--- src/rtl/csdma_pkg.sv ---
package csdma_pkg;

  typedef enum logic {
    DIR_TO_MEM = 1'b0,
    DIR_TO_DEV = 1'b1
  } dir_e;

  localparam logic [1:0] OFS_CTRL = 2'd0;
  localparam logic [1:0] OFS_ADDR = 2'd1;
  localparam logic [1:0] OFS_CNT  = 2'd2;

  localparam int CTRL_DIR_BIT = 0;
  localparam int CTRL_GO_BIT  = 1;
  localparam int CTRL_DEV_LSB = 2;

  localparam int ST_BUSY_BIT = 0;
  localparam int ST_IRQ_BIT  = 1;

endpackage

--- src/rtl/csdma_regs.sv ---
module csdma_regs
  import csdma_pkg::*;
#(
  parameter int W     = 8,
  parameter int DEV_W = 4
) (
  input  logic             clk,
  input  logic             rst_n,
  input  logic             cfg_wr,
  input  logic             cfg_rd,
  input  logic [1:0]       cfg_addr,
  input  logic [W-1:0]     cfg_wdata,
  output logic [W-1:0]     cfg_rdata,
  input  logic             busy,
  input  logic [W-1:0]     cur_addr,
  input  logic [W-1:0]     cur_cnt,
  input  logic             done_evt,
  output logic             ld_addr,
  output logic             ld_cnt,
  output logic             start,
  output dir_e             dir,
  output logic [DEV_W-1:0] dev_sel,
  output logic             irq
);

  logic idle_wr;
  logic ctrl_wr;
  logic stat_rd;

  assign idle_wr = cfg_wr && !busy;
  assign ctrl_wr = idle_wr && (cfg_addr == OFS_CTRL);
  assign ld_addr = idle_wr && (cfg_addr == OFS_ADDR);
  assign ld_cnt  = idle_wr && (cfg_addr == OFS_CNT);
  assign start   = ctrl_wr && cfg_wdata[CTRL_GO_BIT];
  assign stat_rd = cfg_rd && (cfg_addr == OFS_CTRL);

  always_ff @(posedge clk or negedge rst_n) begin
    if (!rst_n) begin
      dir     <= DIR_TO_MEM;
      dev_sel <= '0;
      irq     <= 1'b0;
    end else begin
      if (ctrl_wr) begin
        dir     <= dir_e'(cfg_wdata[CTRL_DIR_BIT]);
        dev_sel <= cfg_wdata[CTRL_DEV_LSB +: DEV_W];
      end
      if (done_evt || (start && cur_cnt == '0))
        irq <= 1'b1;
      else if (stat_rd)
        irq <= 1'b0;
    end
  end

  always_comb begin
    cfg_rdata = '0;
    unique case (cfg_addr)
      OFS_CTRL: begin
        cfg_rdata[ST_BUSY_BIT] = busy;
        cfg_rdata[ST_IRQ_BIT]  = irq;
      end
      OFS_ADDR: cfg_rdata = cur_addr;
      OFS_CNT:  cfg_rdata = cur_cnt;
      default:  cfg_rdata = '0;
    endcase
  end

endmodule

--- src/rtl/csdma_seq.sv ---
module csdma_seq
  import csdma_pkg::*;
#(
  parameter int W = 8
) (
  input  logic         clk,
  input  logic         rst_n,
  input  logic         ld_addr,
  input  logic         ld_cnt,
  input  logic [W-1:0] ld_val,
  input  logic         start,
  input  dir_e         dir,
  output logic         busy,
  output logic [W-1:0] cur_addr,
  output logic [W-1:0] cur_cnt,
  output logic         done_evt,
  input  logic         dev_in_valid,
  output logic         dev_in_ready,
  input  logic [W-1:0] dev_in_data,
  output logic         dev_out_valid,
  input  logic         dev_out_ready,
  output logic [W-1:0] dev_out_data,
  output logic         bus_req,
  input  logic         bus_gnt,
  output logic         bus_stb,
  output logic         bus_we,
  output logic [W-1:0] bus_addr,
  output logic [W-1:0] bus_wdata,
  input  logic [W-1:0] bus_rdata
);

  logic [W-1:0] addr_q;
  logic [W-1:0] cnt_q;
  logic [W-1:0] buf_q;
  logic         full_q;
  logic         busy_q;
  logic         words_left;
  logic         to_dev;
  logic         in_take;
  logic         out_take;

  assign words_left = (cnt_q != '0);
  assign to_dev     = (dir == DIR_TO_DEV);

  // Toward memory the buffer must hold a word; toward the device it must be empty.
  assign bus_req  = busy_q && words_left && (to_dev ? !full_q : full_q);
  assign bus_stb  = bus_req && bus_gnt;
  assign bus_we   = bus_stb && !to_dev;
  assign bus_addr = bus_stb ? addr_q : '0;
  assign bus_wdata = bus_we ? buf_q : '0;

  assign dev_in_ready  = busy_q && !to_dev && !full_q && words_left;
  assign dev_out_valid = busy_q && to_dev && full_q;
  assign dev_out_data  = buf_q;
  assign in_take       = dev_in_valid && dev_in_ready;
  assign out_take      = dev_out_valid && dev_out_ready;

  assign done_evt = busy_q && !words_left && !full_q;
  assign busy     = busy_q;
  assign cur_addr = addr_q;
  assign cur_cnt  = cnt_q;

  always_ff @(posedge clk or negedge rst_n) begin
    if (!rst_n) begin
      addr_q <= '0;
      cnt_q  <= '0;
      buf_q  <= '0;
      full_q <= 1'b0;
      busy_q <= 1'b0;
    end else begin
      if (ld_addr) addr_q <= ld_val;
      if (ld_cnt)  cnt_q  <= ld_val;
      if (start) begin
        busy_q <= words_left;
        full_q <= 1'b0;
      end else if (done_evt) begin
        busy_q <= 1'b0;
      end
      if (bus_stb) begin
        addr_q <= addr_q + 1'b1;
        cnt_q  <= cnt_q - 1'b1;
        if (to_dev) begin
          buf_q  <= bus_rdata;
          full_q <= 1'b1;
        end else begin
          full_q <= 1'b0;
        end
      end else if (in_take) begin
        buf_q  <= dev_in_data;
        full_q <= 1'b1;
      end else if (out_take) begin
        full_q <= 1'b0;
      end
    end
  end

endmodule

--- src/rtl/csdma_ctrl.sv ---
module csdma_ctrl
  import csdma_pkg::*;
#(
  parameter int W     = 8,
  parameter int DEV_W = 4
) (
  input  logic             clk,
  input  logic             rst_n,
  input  logic             cfg_wr,
  input  logic             cfg_rd,
  input  logic [1:0]       cfg_addr,
  input  logic [W-1:0]     cfg_wdata,
  output logic [W-1:0]     cfg_rdata,
  output logic             irq,
  output logic [DEV_W-1:0] dev_sel,
  input  logic             dev_in_valid,
  output logic             dev_in_ready,
  input  logic [W-1:0]     dev_in_data,
  output logic             dev_out_valid,
  input  logic             dev_out_ready,
  output logic [W-1:0]     dev_out_data,
  output logic             bus_req,
  input  logic             bus_gnt,
  output logic             bus_stb,
  output logic             bus_we,
  output logic [W-1:0]     bus_addr,
  output logic [W-1:0]     bus_wdata,
  input  logic [W-1:0]     bus_rdata
);

  logic         busy;
  logic [W-1:0] cur_addr;
  logic [W-1:0] cur_cnt;
  logic         done_evt;
  logic         ld_addr;
  logic         ld_cnt;
  logic         start;
  dir_e         dir;

  csdma_regs #(.W(W), .DEV_W(DEV_W)) i_regs (
    .clk       (clk),
    .rst_n     (rst_n),
    .cfg_wr    (cfg_wr),
    .cfg_rd    (cfg_rd),
    .cfg_addr  (cfg_addr),
    .cfg_wdata (cfg_wdata),
    .cfg_rdata (cfg_rdata),
    .busy      (busy),
    .cur_addr  (cur_addr),
    .cur_cnt   (cur_cnt),
    .done_evt  (done_evt),
    .ld_addr   (ld_addr),
    .ld_cnt    (ld_cnt),
    .start     (start),
    .dir       (dir),
    .dev_sel   (dev_sel),
    .irq       (irq)
  );

  csdma_seq #(.W(W)) i_seq (
    .clk           (clk),
    .rst_n         (rst_n),
    .ld_addr       (ld_addr),
    .ld_cnt        (ld_cnt),
    .ld_val        (cfg_wdata),
    .start         (start),
    .dir           (dir),
    .busy          (busy),
    .cur_addr      (cur_addr),
    .cur_cnt       (cur_cnt),
    .done_evt      (done_evt),
    .dev_in_valid  (dev_in_valid),
    .dev_in_ready  (dev_in_ready),
    .dev_in_data   (dev_in_data),
    .dev_out_valid (dev_out_valid),
    .dev_out_ready (dev_out_ready),
    .dev_out_data  (dev_out_data),
    .bus_req       (bus_req),
    .bus_gnt       (bus_gnt),
    .bus_stb       (bus_stb),
    .bus_we        (bus_we),
    .bus_addr      (bus_addr),
    .bus_wdata     (bus_wdata),
    .bus_rdata     (bus_rdata)
  );

endmodule

--- config.mk ---
export PLATFORM = sky130hd
export DESIGN_NAME = csdma_ctrl
export DESIGN_NICKNAME = d
export VERILOG_FILES = /design/src/rtl/csdma_pkg.sv /design/src/rtl/csdma_regs.sv /design/src/rtl/csdma_seq.sv /design/src/rtl/csdma_ctrl.sv
export SDC_FILE = /design/constraint.sdc
export NUM_CORES = 1
export LEC_CHECK = 0
export BUFFER_PORTS_ARGS = -buffer_cell sky130_fd_sc_hd__buf_4
export CORE_AREA = 5 5 93 52
export DETAILED_ROUTE_END_ITERATION = 10
export DIE_AREA = 0 0 98 57
export GPL_TIMING_DRIVEN = 1
export HOLD_SLACK_MARGIN = 0.15
export PLACE_DENSITY = 0.84
export SLEW_MARGIN = 25
export SYNTH_ARGS = -nofsm -noshare
export SYNTH_HDL_FRONTEND = slang
export SYNTH_SLANG_ARGS = --single-unit
--- constraint.sdc ---
create_clock -name clk -period 5.6 [get_ports clk]
set_input_delay 1.12 -clock clk [delete_from_list [all_inputs] [get_ports clk]]
set_output_delay 1.12 -clock clk [all_outputs]
set_load 0.005 [all_outputs]
Yosys cells after proc, flatten, opt, wreduce, memory -nomap -nowiden
Cells that the tools add are included.
{"block": "op_classes", "mux": 21, "n_eq_ne": 3, "reduce_logical": 35, "n_addsub": 2}
{"cell": "$mux 8", "n": 9}
{"cell": "$logic_and 1x1->1", "n": 20}
{"cell": "$pmux 6 s2", "n": 1}
{"cell": "$mux 1", "n": 10}
{"cell": "$reduce_bool 2->1", "n": 5}
{"cell": "$add 8x1->8 const B", "n": 1}
{"cell": "$logic_not 8->1", "n": 1}
{"cell": "$reduce_bool 8->1", "n": 1}
{"cell": "$sub 8x1->8 const B", "n": 1}
{"cell": "$pmux 2 s3", "n": 1}
{"cell": "$logic_not 1->1", "n": 4}
{"cell": "$reduce_bool 4->1", "n": 1}
{"cell": "$eq 2x1->1 const B", "n": 1}
{"cell": "$eq 2x2->1 const B", "n": 1}
{"cell": "$logic_not 2->1", "n": 1}
{"cell": "$ne 2x2->1 const B", "n": 1}
{"cell": "$reduce_and 2->1", "n": 1}
{"cell": "$logic_or 1x1->1", "n": 1}
{"block": "word_totals", "word_cells": 69, "regBits": 32}

Logic depth before layout (Yosys ltp)
Gate-level depths: netlist (run 1).
{"block": "logic_depth", "word_depth": 8, "mapped_depth": 10}

Modules after synthesis
From an unflattened synthesis (run 1), not the netlist that was laid out.
{"block": "hier_totals", "cells_unflattened": 218, "hier_area_um2": 2163.3}
{"mod": "csdma_seq", "n_inst": 1, "cells_per_inst": 175, "seq_area_each_um2": 650.6, "area_each_um2": 1682.9}
{"mod": "csdma_regs", "n_inst": 1, "cells_per_inst": 43, "seq_area_each_um2": 150.1, "area_each_um2": 480.5}

Worst setup path before layout (run 1)
Ideal clock, no wire load.
{"block": "synth_path", "path_type": "reg2out", "start": "register i_seq.cnt_q[0], in the netlist i_seq.cur_cnt[0]", "end": "output port bus_addr[1]", "path_buffers": 3, "slack_ps": 2415, "stages_incl_launch_ff": 10, "arrival_ps": 2065, "cell_sequence": "dfrtp_1 -> inv_1 -> ha_1 -> or3b_2 -> clkbuf_1 -> o2111ai_4 -> inv_4 -> buf_2 -> buf_2 -> and2_1"}
{"block": "synth_via", "elab_chain_len": 5}
{"item": "start: declaration", "line": "csdma_seq.sv:33", "rtl": "logic [W-1:0] cnt_q;"}
{"item": "start signal: assignment", "line": "csdma_seq.sv:72", "rtl": "if (ld_cnt) cnt_q <= ld_val;"}
{"item": "start signal: assignment", "line": "csdma_seq.sv:81", "rtl": "cnt_q <= cnt_q - 1'b1;"}
{"item": "$reduce_bool 8->1", "line": "csdma_seq.sv:42", "rtl": "assign words_left = (cnt_q != '0);"}
{"item": "$logic_and 1x1->1 (2 in a row)", "line": "csdma_seq.sv:46", "rtl": "assign bus_req = busy_q && words_left && (to_dev ? !full_q : full_q);"}
{"item": "$logic_and 1x1->1", "line": "csdma_seq.sv:47", "rtl": "assign bus_stb = bus_req && bus_gnt;"}
{"item": "net bus_stb", "line": "csdma_ctrl.sv:24", "rtl": "output logic bus_stb,"}
{"item": "$mux 8", "line": "csdma_seq.sv:49", "rtl": "assign bus_addr = bus_stb ? addr_q : '0;"}
{"item": "end: declaration", "line": "csdma_ctrl.sv:26", "rtl": "output logic [W-1:0] bus_addr,"}
The timed path passes the listed nets, and every way through them passes these cells.

Final worst setup path (run 1)
{"block": "layout_path", "start": "register i_seq.cnt_q[0], in the netlist i_seq.cur_cnt[0]", "end": "output port bus_addr[0]"}
{"block": "layout_via", "elab_chain_len": 5}
{"item": "$reduce_bool 8->1", "line": "csdma_seq.sv:42"}
{"item": "$logic_and 1x1->1 (2 in a row)", "line": "csdma_seq.sv:46"}
{"item": "$logic_and 1x1->1", "line": "csdma_seq.sv:47"}
{"item": "$mux 8", "line": "csdma_seq.sv:49"}
Every way passes these cells.

==> results of run 1 <==
## kinds of logic (layout without fill, tap and decap cells)
family          after synthesis  in the layout
simple gates                 85             85
compound gates               58             58
flops                        32             32
buf+inv                      31             97
mux                           8              8
fa+ha+maj                     7              7
xor+xnor                      1              1
## layout by cell type, fill, tap and decap left out, types with 3 or more instances in the layout
master and n:
a221o_1 4, o22ai_1 9, ha_1 7, nand3_1 3, buf_4 74, a31oi_1 6, nor2_1 14, nand2_1 13
and2_1 8, a21oi_1 14, inv_1 14, clkbuf_8 6, dfrtp_1 32, a22oi_1 7, nor3_1 16, nor4_1 3
nand3b_1 3, mux2_2 5, nor2b_1 9
## power by group
part	internal, mW	leakage [nW]	switching (mW)
clock network	0.100	0.0455	0.0847
registers	0.342	0.369	0.138
logic	0.356	0.834	0.365
total	0.799	1.25	0.588
## metal layers
layer | wire, um | up-vias
met5 | 0 | -
met4 | 51 | 0
met3 | 491 | 7
met2 | 2660 | 91
met1 | 2940 | 989
li1 | - | 951
## synthesized netlist by cell type (all sizes together)
master	number	area share
buf	6	0.014
o22ai	9	0.028
nor3b	2	0.0075
a32oi	1	0.0044
nand2b	1	0.0031
o21ai	3	0.0075
a211oi	1	0.0037
o2111ai	3	0.028
nand3b	3	0.011
o311ai	2	0.0087
and3	2	0.0062
a21oi	14	0.035
nand2	13	0.024
or3	2	0.0062
nand4	1	0.0031
a222oi	2	0.010
nor3	16	0.040
mux2	7	0.041
nor2	14	0.026
o31ai	1	0.0037
xor2	1	0.0044
nor2b	9	0.028
o21a	1	0.0037
inv	15	0.029
nor4	3	0.0094
or4	2	0.0075
and4	1	0.0044
a221o	4	0.020
dfrtp	32	0.40
mux2i	1	0.0050
ha	7	0.044
or3b	1	0.0044
nand3	3	0.0075
a22oi	7	0.026
a31oi	6	0.019
and2	8	0.025
and3b	2	0.0087
nand4b	2	0.0087
clkbuf	10	0.019
a22o	1	0.0044
a21o	2	0.0075
o211ai	1	0.0037
## sequential cells by signal, summed over array words and instances, names as in the netlist
name	count
i_regs.dev_sel	4
i_regs.dir	1
i_regs.irq	1
i_seq.busy	1
i_seq.cur_addr	8
i_seq.cur_cnt	8
i_seq.dev_out_data	8
i_seq.full_q	1
## through the flow
stage	cells	hold slack (ps)	utilization	area, sq um	worst slack (ps)
floorplan	222	504	-	2010	2410
global route	345	538	0.654	2660	1500
CTS	345	514	0.654	2660	1690
global placement	337	494	0.632	2570	2060
finish	345	512	0.654	2660	1650
detailed placement	337	498	0.632	2570	2020
## final cells by class
class / instances / area share
repair buffers: 74 / 0.209
clock buffers: 8 / 0.0339
multi-input cells: 159 / 0.407
flip-flops and latches: 32 / 0.301
inverters: 15 / 0.0221
well taps: 57 / 0.0268
## worst max-delay path by stage
stage,depth (start not counted),slack [ps],end,start
3_5_place_dp,7,2020,bus_addr[0],i_seq.cur_cnt[0]$_DFFE_PN0P_
2_1_floorplan,9,2410,bus_addr[1],i_seq.cur_cnt[0]$_DFFE_PN0P_
6_report,7,1650,bus_addr[0],i_seq.cur_cnt[0]$_DFFE_PN0P_
3_3_place_gp,7,2060,bus_addr[0],i_seq.cur_cnt[0]$_DFFE_PN0P_
5_1_grt,7,1500,bus_addr[0],i_seq.cur_cnt[0]$_DFFE_PN0P_
4_1_cts,7,1690,bus_addr[0],i_seq.cur_cnt[0]$_DFFE_PN0P_
## worst max-delay path, delay by kind of cell (launching register included)
kind	cells	cell delay [ps]
AO/OA/AOI/OAI	1	690
adder cells (fa/ha/maj)	1	170
buffers and inverters	3	500
flip-flops	1	390
AND/OR/NAND/NOR	2	790
==> impl_metrics.tcl, run 1 <==
set metrics [dict create \
    post_cts_buffers 0 \
    leakagePower_nw 1.25 \
    synth-seq-cells 32 \
    synth-simple-area-share 0.231 \
    fmax_mhz 253 \
    slew_viol_final 0 \
    met1_usage 0.338 \
    fillers 353 \
    cts-root-buf "clkbuf_8" \
    ys_warn_count 0 \
    ctsHoldBuffers 0 \
    cts_resized 0 \
    dp_hpwl_mm 4.57 \
    wl_mm 6.14 \
    required_ps 4480 \
    io_buffers 74 \
    r2r_start "i_seq.cur_cnt[0]$_DFFE_PN0P_" \
    top_usage_layer "met1" \
    crit_type "reg2out" \
    seq_area_sq_um 801 \
    worst_pin_slew_ps 806 \
    place_congestion 0.929 \
    dr.pass1.iters 6 \
    die_area_sq_um 5590 \
    p_total_mw 1.39 \
    synth_cell_types 48 \
    initial_core_util 0.494 \
    hold_start "i_regs.dev_sel[2]$_DFFE_PN0N_" \
    die_h_um 57 \
    drt_iter0_drc 197 \
    clk_pin_slew_ps 60 \
    grt_overflow_total 0 \
    die_x_um 98 \
    num_io_pins 75 \
    ir_worst_vdd_uv 295 \
    drive_above_1_share 0.316 \
    start_kind "register" \
    grtUsageMet2 0.311 \
    post_drt_wl_per_cell_um 17.8 \
    synth-adder-area-share 0.0437 \
    via_count 2038 \
    via_per_inst 5.91 \
    r2r_slack_ps 2670 \
    hold_viol 0 \
    slowest_delay_ps 690 \
    syn_area_per_cell_sq_um 9.03 \
    fin_crit_ps 3950 \
    synth_top_family_by_area "simple AND/OR/NAND/NOR gates" \
    final.setup.tns_ps 0 \
    ys_seq_area_frac 0.399 \
    ant_nets 0 \
    whs_path_depth 1 \
    endpoint_kind "output port" \
    cts_tree "done" \
    drc_errors 0 \
    syn_inst 222 \
    grt_pass1_wl_mm 9.87 \
    n_antenna_cell 0 \
    synth_mux_area_frac 0.0462 \
    hold_class "reg2reg" \
    crit_arrival_ps 2830 \
    ctsHtreeMaxLevel 2 \
    fp-row-count 17 \
    drv_cap 0 \
    status "complete, no violations" \
    synth_compound_area_frac 0.213 \
    maxSlewHeadroom 0.462 \
    cts_buffer_depth 2 \
    fin_skew_ps 8.04 \
    setup_viol 0 \
    power_density_nw_per_um2 522 \
    layout-area-overhead-vs-synth_pct 32.5 \
    reg2regPathDepth 7 \
    rsz0062_at_grt "no" \
    crit_path_cell_trace "inv_1 -> ha_1 -> or3b_2 -> o2111ai_4 -> inv_4 -> and2_1 -> buf_4" \
    r2r-end "i_seq.cur_addr[4]$_DFFE_PN0P_" \
    syn_nets 262 \
    antenna_found_initial 0 \
    nets 327 \
    min_to "i_regs.dev_sel[2]$_DFFE_PN0N_" \
    crit_slowest_cell "o2111ai_4" \
    grtUsageMet3 0.0611 \
    first_global_vias 1910 \
    core_sq_um 4060 \
    cts_buffers 5 \
    grt_max_degree 33 \
    finalCritPeriodShare 0.705 \
    synthXorXnorAreaFrac 0.00437 \
    cp_max_fo 28 \
    multi_input_area_sq_um 1080 \
    clock_latency_ps 280 \
    track_usage 0.222 \
    clock_sinks 32 \
    synth.cell_area_sq_um 2010 \
]
No activity file was read; power rests on OpenSTA's default activity.
==> run 2: changes to the inputs <==
--- a/config.mk
+++ b/config.mk
@@ -5,13 +5,14 @@
 export SDC_FILE = /design/constraint.sdc
 export NUM_CORES = 1
 export LEC_CHECK = 0
+export ABC_AREA = 1
 export BUFFER_PORTS_ARGS = -buffer_cell sky130_fd_sc_hd__buf_4
-export CORE_AREA = 5 5 93 52
+export CORE_AREA = 5 5 105 58
 export DETAILED_ROUTE_END_ITERATION = 10
-export DIE_AREA = 0 0 98 57
+export DIE_AREA = 0 0 110 63
 export GPL_TIMING_DRIVEN = 1
 export HOLD_SLACK_MARGIN = 0.15
-export PLACE_DENSITY = 0.84
+export PLACE_DENSITY = 0.75
 export SLEW_MARGIN = 25
 export SYNTH_ARGS = -nofsm -noshare
 export SYNTH_HDL_FRONTEND = slang
==> constraint.sdc (replaced) <==
create_clock -name clk -period 3.4 [get_ports clk]
set_input_delay 0.68 -clock clk [delete_from_list [all_inputs] [get_ports clk]]
set_output_delay 0.68 -clock clk [all_outputs]
set_load 0.005 [all_outputs]
==> run 2 against run 1 <==
  * Clock-buffer cell count is 2 lower
  * Global-route usage is 1.8 points lower
  * Clock power is 96% higher
  * Sequential share of layout area is 2.8 points lower
  * Total power is 66% higher
  * Via count is 17% higher
  * Design area is 10% higher
  * Die area is 24% higher
  * Area after synthesis is 12% higher
  * Core utilization is 8.6 points lower
==> impl_metrics.tcl, run 2 <==
set metrics [dict create \
    status "complete, no violations" \
    syn_inst 333 \
    drt_iter0_drc 198 \
    synth-seq-cells 32 \
    hold_viol 0 \
    ant_nets 0 \
    setup_viol 0 \
    synthTopCellsByArea "dfrtp_1 36%, nand2_1 19%, nand3_1 9.8%" \
    clock_latency_ps 290 \
    die_area_sq_um 6930 \
    syn_nets 373 \
    fin_crit_ps 2910 \
    core_sq_um 5160 \
    ctsHoldBuffers 0 \
    drive_above_1_share 0.237 \
    path_buf_inv 3 \
    track_usage 0.203 \
    synth_area_leader_cell "dfrtp_1" \
    crit_arrival_ps 2230 \
    final_cells 478 \
    nets 444 \
    synth_common_cells "113 x nand2_1, 44 x inv_1, 44 x nand3_1" \
    setup.worst_path.start "i_seq.cur_cnt[0]$_DFFE_PN0P_" \
    ys_warn_count 0 \
    p_seq_frac 0.334 \
    synth_most_common_cell "nand2_1" \
    power_density_nw_per_um2 784 \
    r2r_slack_ps 1420 \
    cts_buffer_depth 2 \
    fin_skew_ps 7.31 \
    crit_type "reg2out" \
    cts_resized 0 \
    cts_tree "done" \
    dr.pass1.iters 4 \
    ir_worst_vdd_uv 383 \
    synth.cell_area_sq_um 2240 \
    crit_family "simple AND/OR/NAND/NOR gates" \
    die_x_um 110 \
    wl_mm 6.81 \
    drc_errors 0 \
    worst_pin_slew_ps 435 \
    met2_length_mm 2.65 \
    endpoint_kind "output port" \
    place_ws_ps 811 \
    place_congestion 0.899 \
    maxSlewHeadroom 0.709 \
    cp_max_fo 13 \
    comb_power_share 0.508 \
    synth_edf_count 0 \
    cts_buffers 5 \
    grt_overflow_total 0 \
    n_antenna_cell 0 \
    r2r-end "i_seq.cur_cnt[1]$_DFFE_PN0P_" \
    first_global_vias 2203 \
    netlist.area_leader.share 0.358 \
    slew_viol_final 0 \
    async_flop_share 1.00 \
    placedCellCount 470 \
    power_switching_mw 1.03 \
    finalCritPeriodShare 0.857 \
    synth-main-ff-cell "dfrtp_1" \
    r2r_start "i_seq.cur_cnt[0]$_DFFE_PN0P_" \
    crit_path_cell_trace "inv_1 -> ha_1 -> nand2_1 -> nor2_4 -> nor2_4 -> nand3_4 -> inv_2 -> nand2_2 -> nor2_1 -> buf_4" \
    setup_ws_ps 485 \
    fp-row-count 19 \
    syn_area_per_cell_sq_um 6.72 \
    post_drt_wl_per_cell_um 14.2 \
    start_kind "register" \
    met3_length_um 795 \
    netSwitchingFraction 0.448 \
    wirelength_met1_mm 3.31 \
    ys_seq_area_frac 0.358 \
    via_count 2377 \
    top_layer_used "met4" \
    drv_cap 0 \
    hold_class "in2async" \
    final_common_cell "nand2_1" \
    via_per_inst 4.97 \
    ctsHtreeMaxLevel 2 \
    dp_hpwl_mm 5.23 \
    antenna_found_initial 0 \
    leakagePower_nw 1.65 \
    power.internal_mw 1.27 \
    clock_sinks 32 \
    slowest_delay_ps 370 \
    clkPwrFrac 0.158 \
    post_cts_buffers 0 \
    final_cell_mix "113 x nand2_1, 75 x buf_4, 44 x inv_1, 44 x nand3_1, 32 x dfrtp_1" \
    num_io_pins 75 \
    final.setup.tns_ps 0 \
    initial_core_util 0.434 \
    cpMostUsedCell "nor2_4" \
    clk_pin_slew_ps 60 \
    layout-area-overhead-vs-synth_pct 31.0 \
    fmax_mhz 343 \
    reg2regPathDepth 11 \
    cts-root-buf "clkbuf_8" \
    die_h_um 63 \
    crit_slowest_cell "dfrtp_1" \
    grt_max_degree 36 \
    synth_cell_types 25 \
    grt_pass1_wl_mm 11.0 \
    io_buffers 74 \
    rsz0062_at_grt "no" \
    required_ps 2720 \
]
==> run 2: metal layers <==
| metal | up-vias | track usage |
|---|---|---|
| met4 | 0 | 0.0373 |
| li1 | 1183 | - |
| met2 | 117 | 0.258 |
| met3 | 8 | 0.0857 |
| met1 | 1069 | 0.315 |
| met5 | - | 0 |
==> run 2: cell families after synthesis <==
| group | after synthesis | share of synthesized area |
|---|---|---|
| buf+inv | 56 | 0.106 |
| fa+ha+maj | 7 | 0.0391 |
| compound gates | 20 | 0.0525 |
| xor+xnor | 7 | 0.0274 |
| flops | 32 | 0.358 |
| simple gates | 211 | 0.418 |
==> run 2: worst max-delay path by stage <==
stage,to,cells past startpoint
after global routing,bus_wdata[6],10
final,bus_wdata[0],10
after CTS,bus_wdata[0],10
after floorplan,cfg_rdata[1],7
after global placement,bus_wdata[0],10
after detailed placement,bus_wdata[0],10
==> run 2: area by class of cell <==
cell class	instances	area, sq um
clock inverters	2	35.0
well taps	73	91.3
flip-flops and latches	32	801
clock buffers	6	72.6
multi-input cells	245	1200
repair buffers	75	563
fillers	502	2230
inverters	45	169
==> run 2: metrics by stage <==
step                      hold slack (ps)  power, mW  area [sq um]  utilization
after global routing                  367       2.50          2930        0.569
final                                 334       2.30          2930        0.569
after global placement                473       1.89          2830        0.548
after floorplan                       384       1.49          2240            -
after CTS                             342       2.30          2930        0.569
after detailed placement              467       1.92          2830        0.548
==> run 2: power groups by stage <==
stage,logic [mW],clock network (mW),registers (mW)
2_1_floorplan,0.774,0,0.714
3_3_place_gp,1.13,0,0.761
3_5_place_dp,1.16,0,0.763
4_1_cts,1.17,0.369,0.760
5_1_grt,1.33,0.380,0.798
6_report,1.17,0.363,0.768
==> run 2: worst register-to-register path, cell delays in order, from the launching register on <==
cell and delay (ps):
dfrtp_1 370, inv_1 90, ha_1 200, nand2_1 100, nor2_4 70, nor2_4 270, nand3_4 160, buf_4 280
nand2_1 170, nand2_1 70, nand2_1 60, nand2_1 50
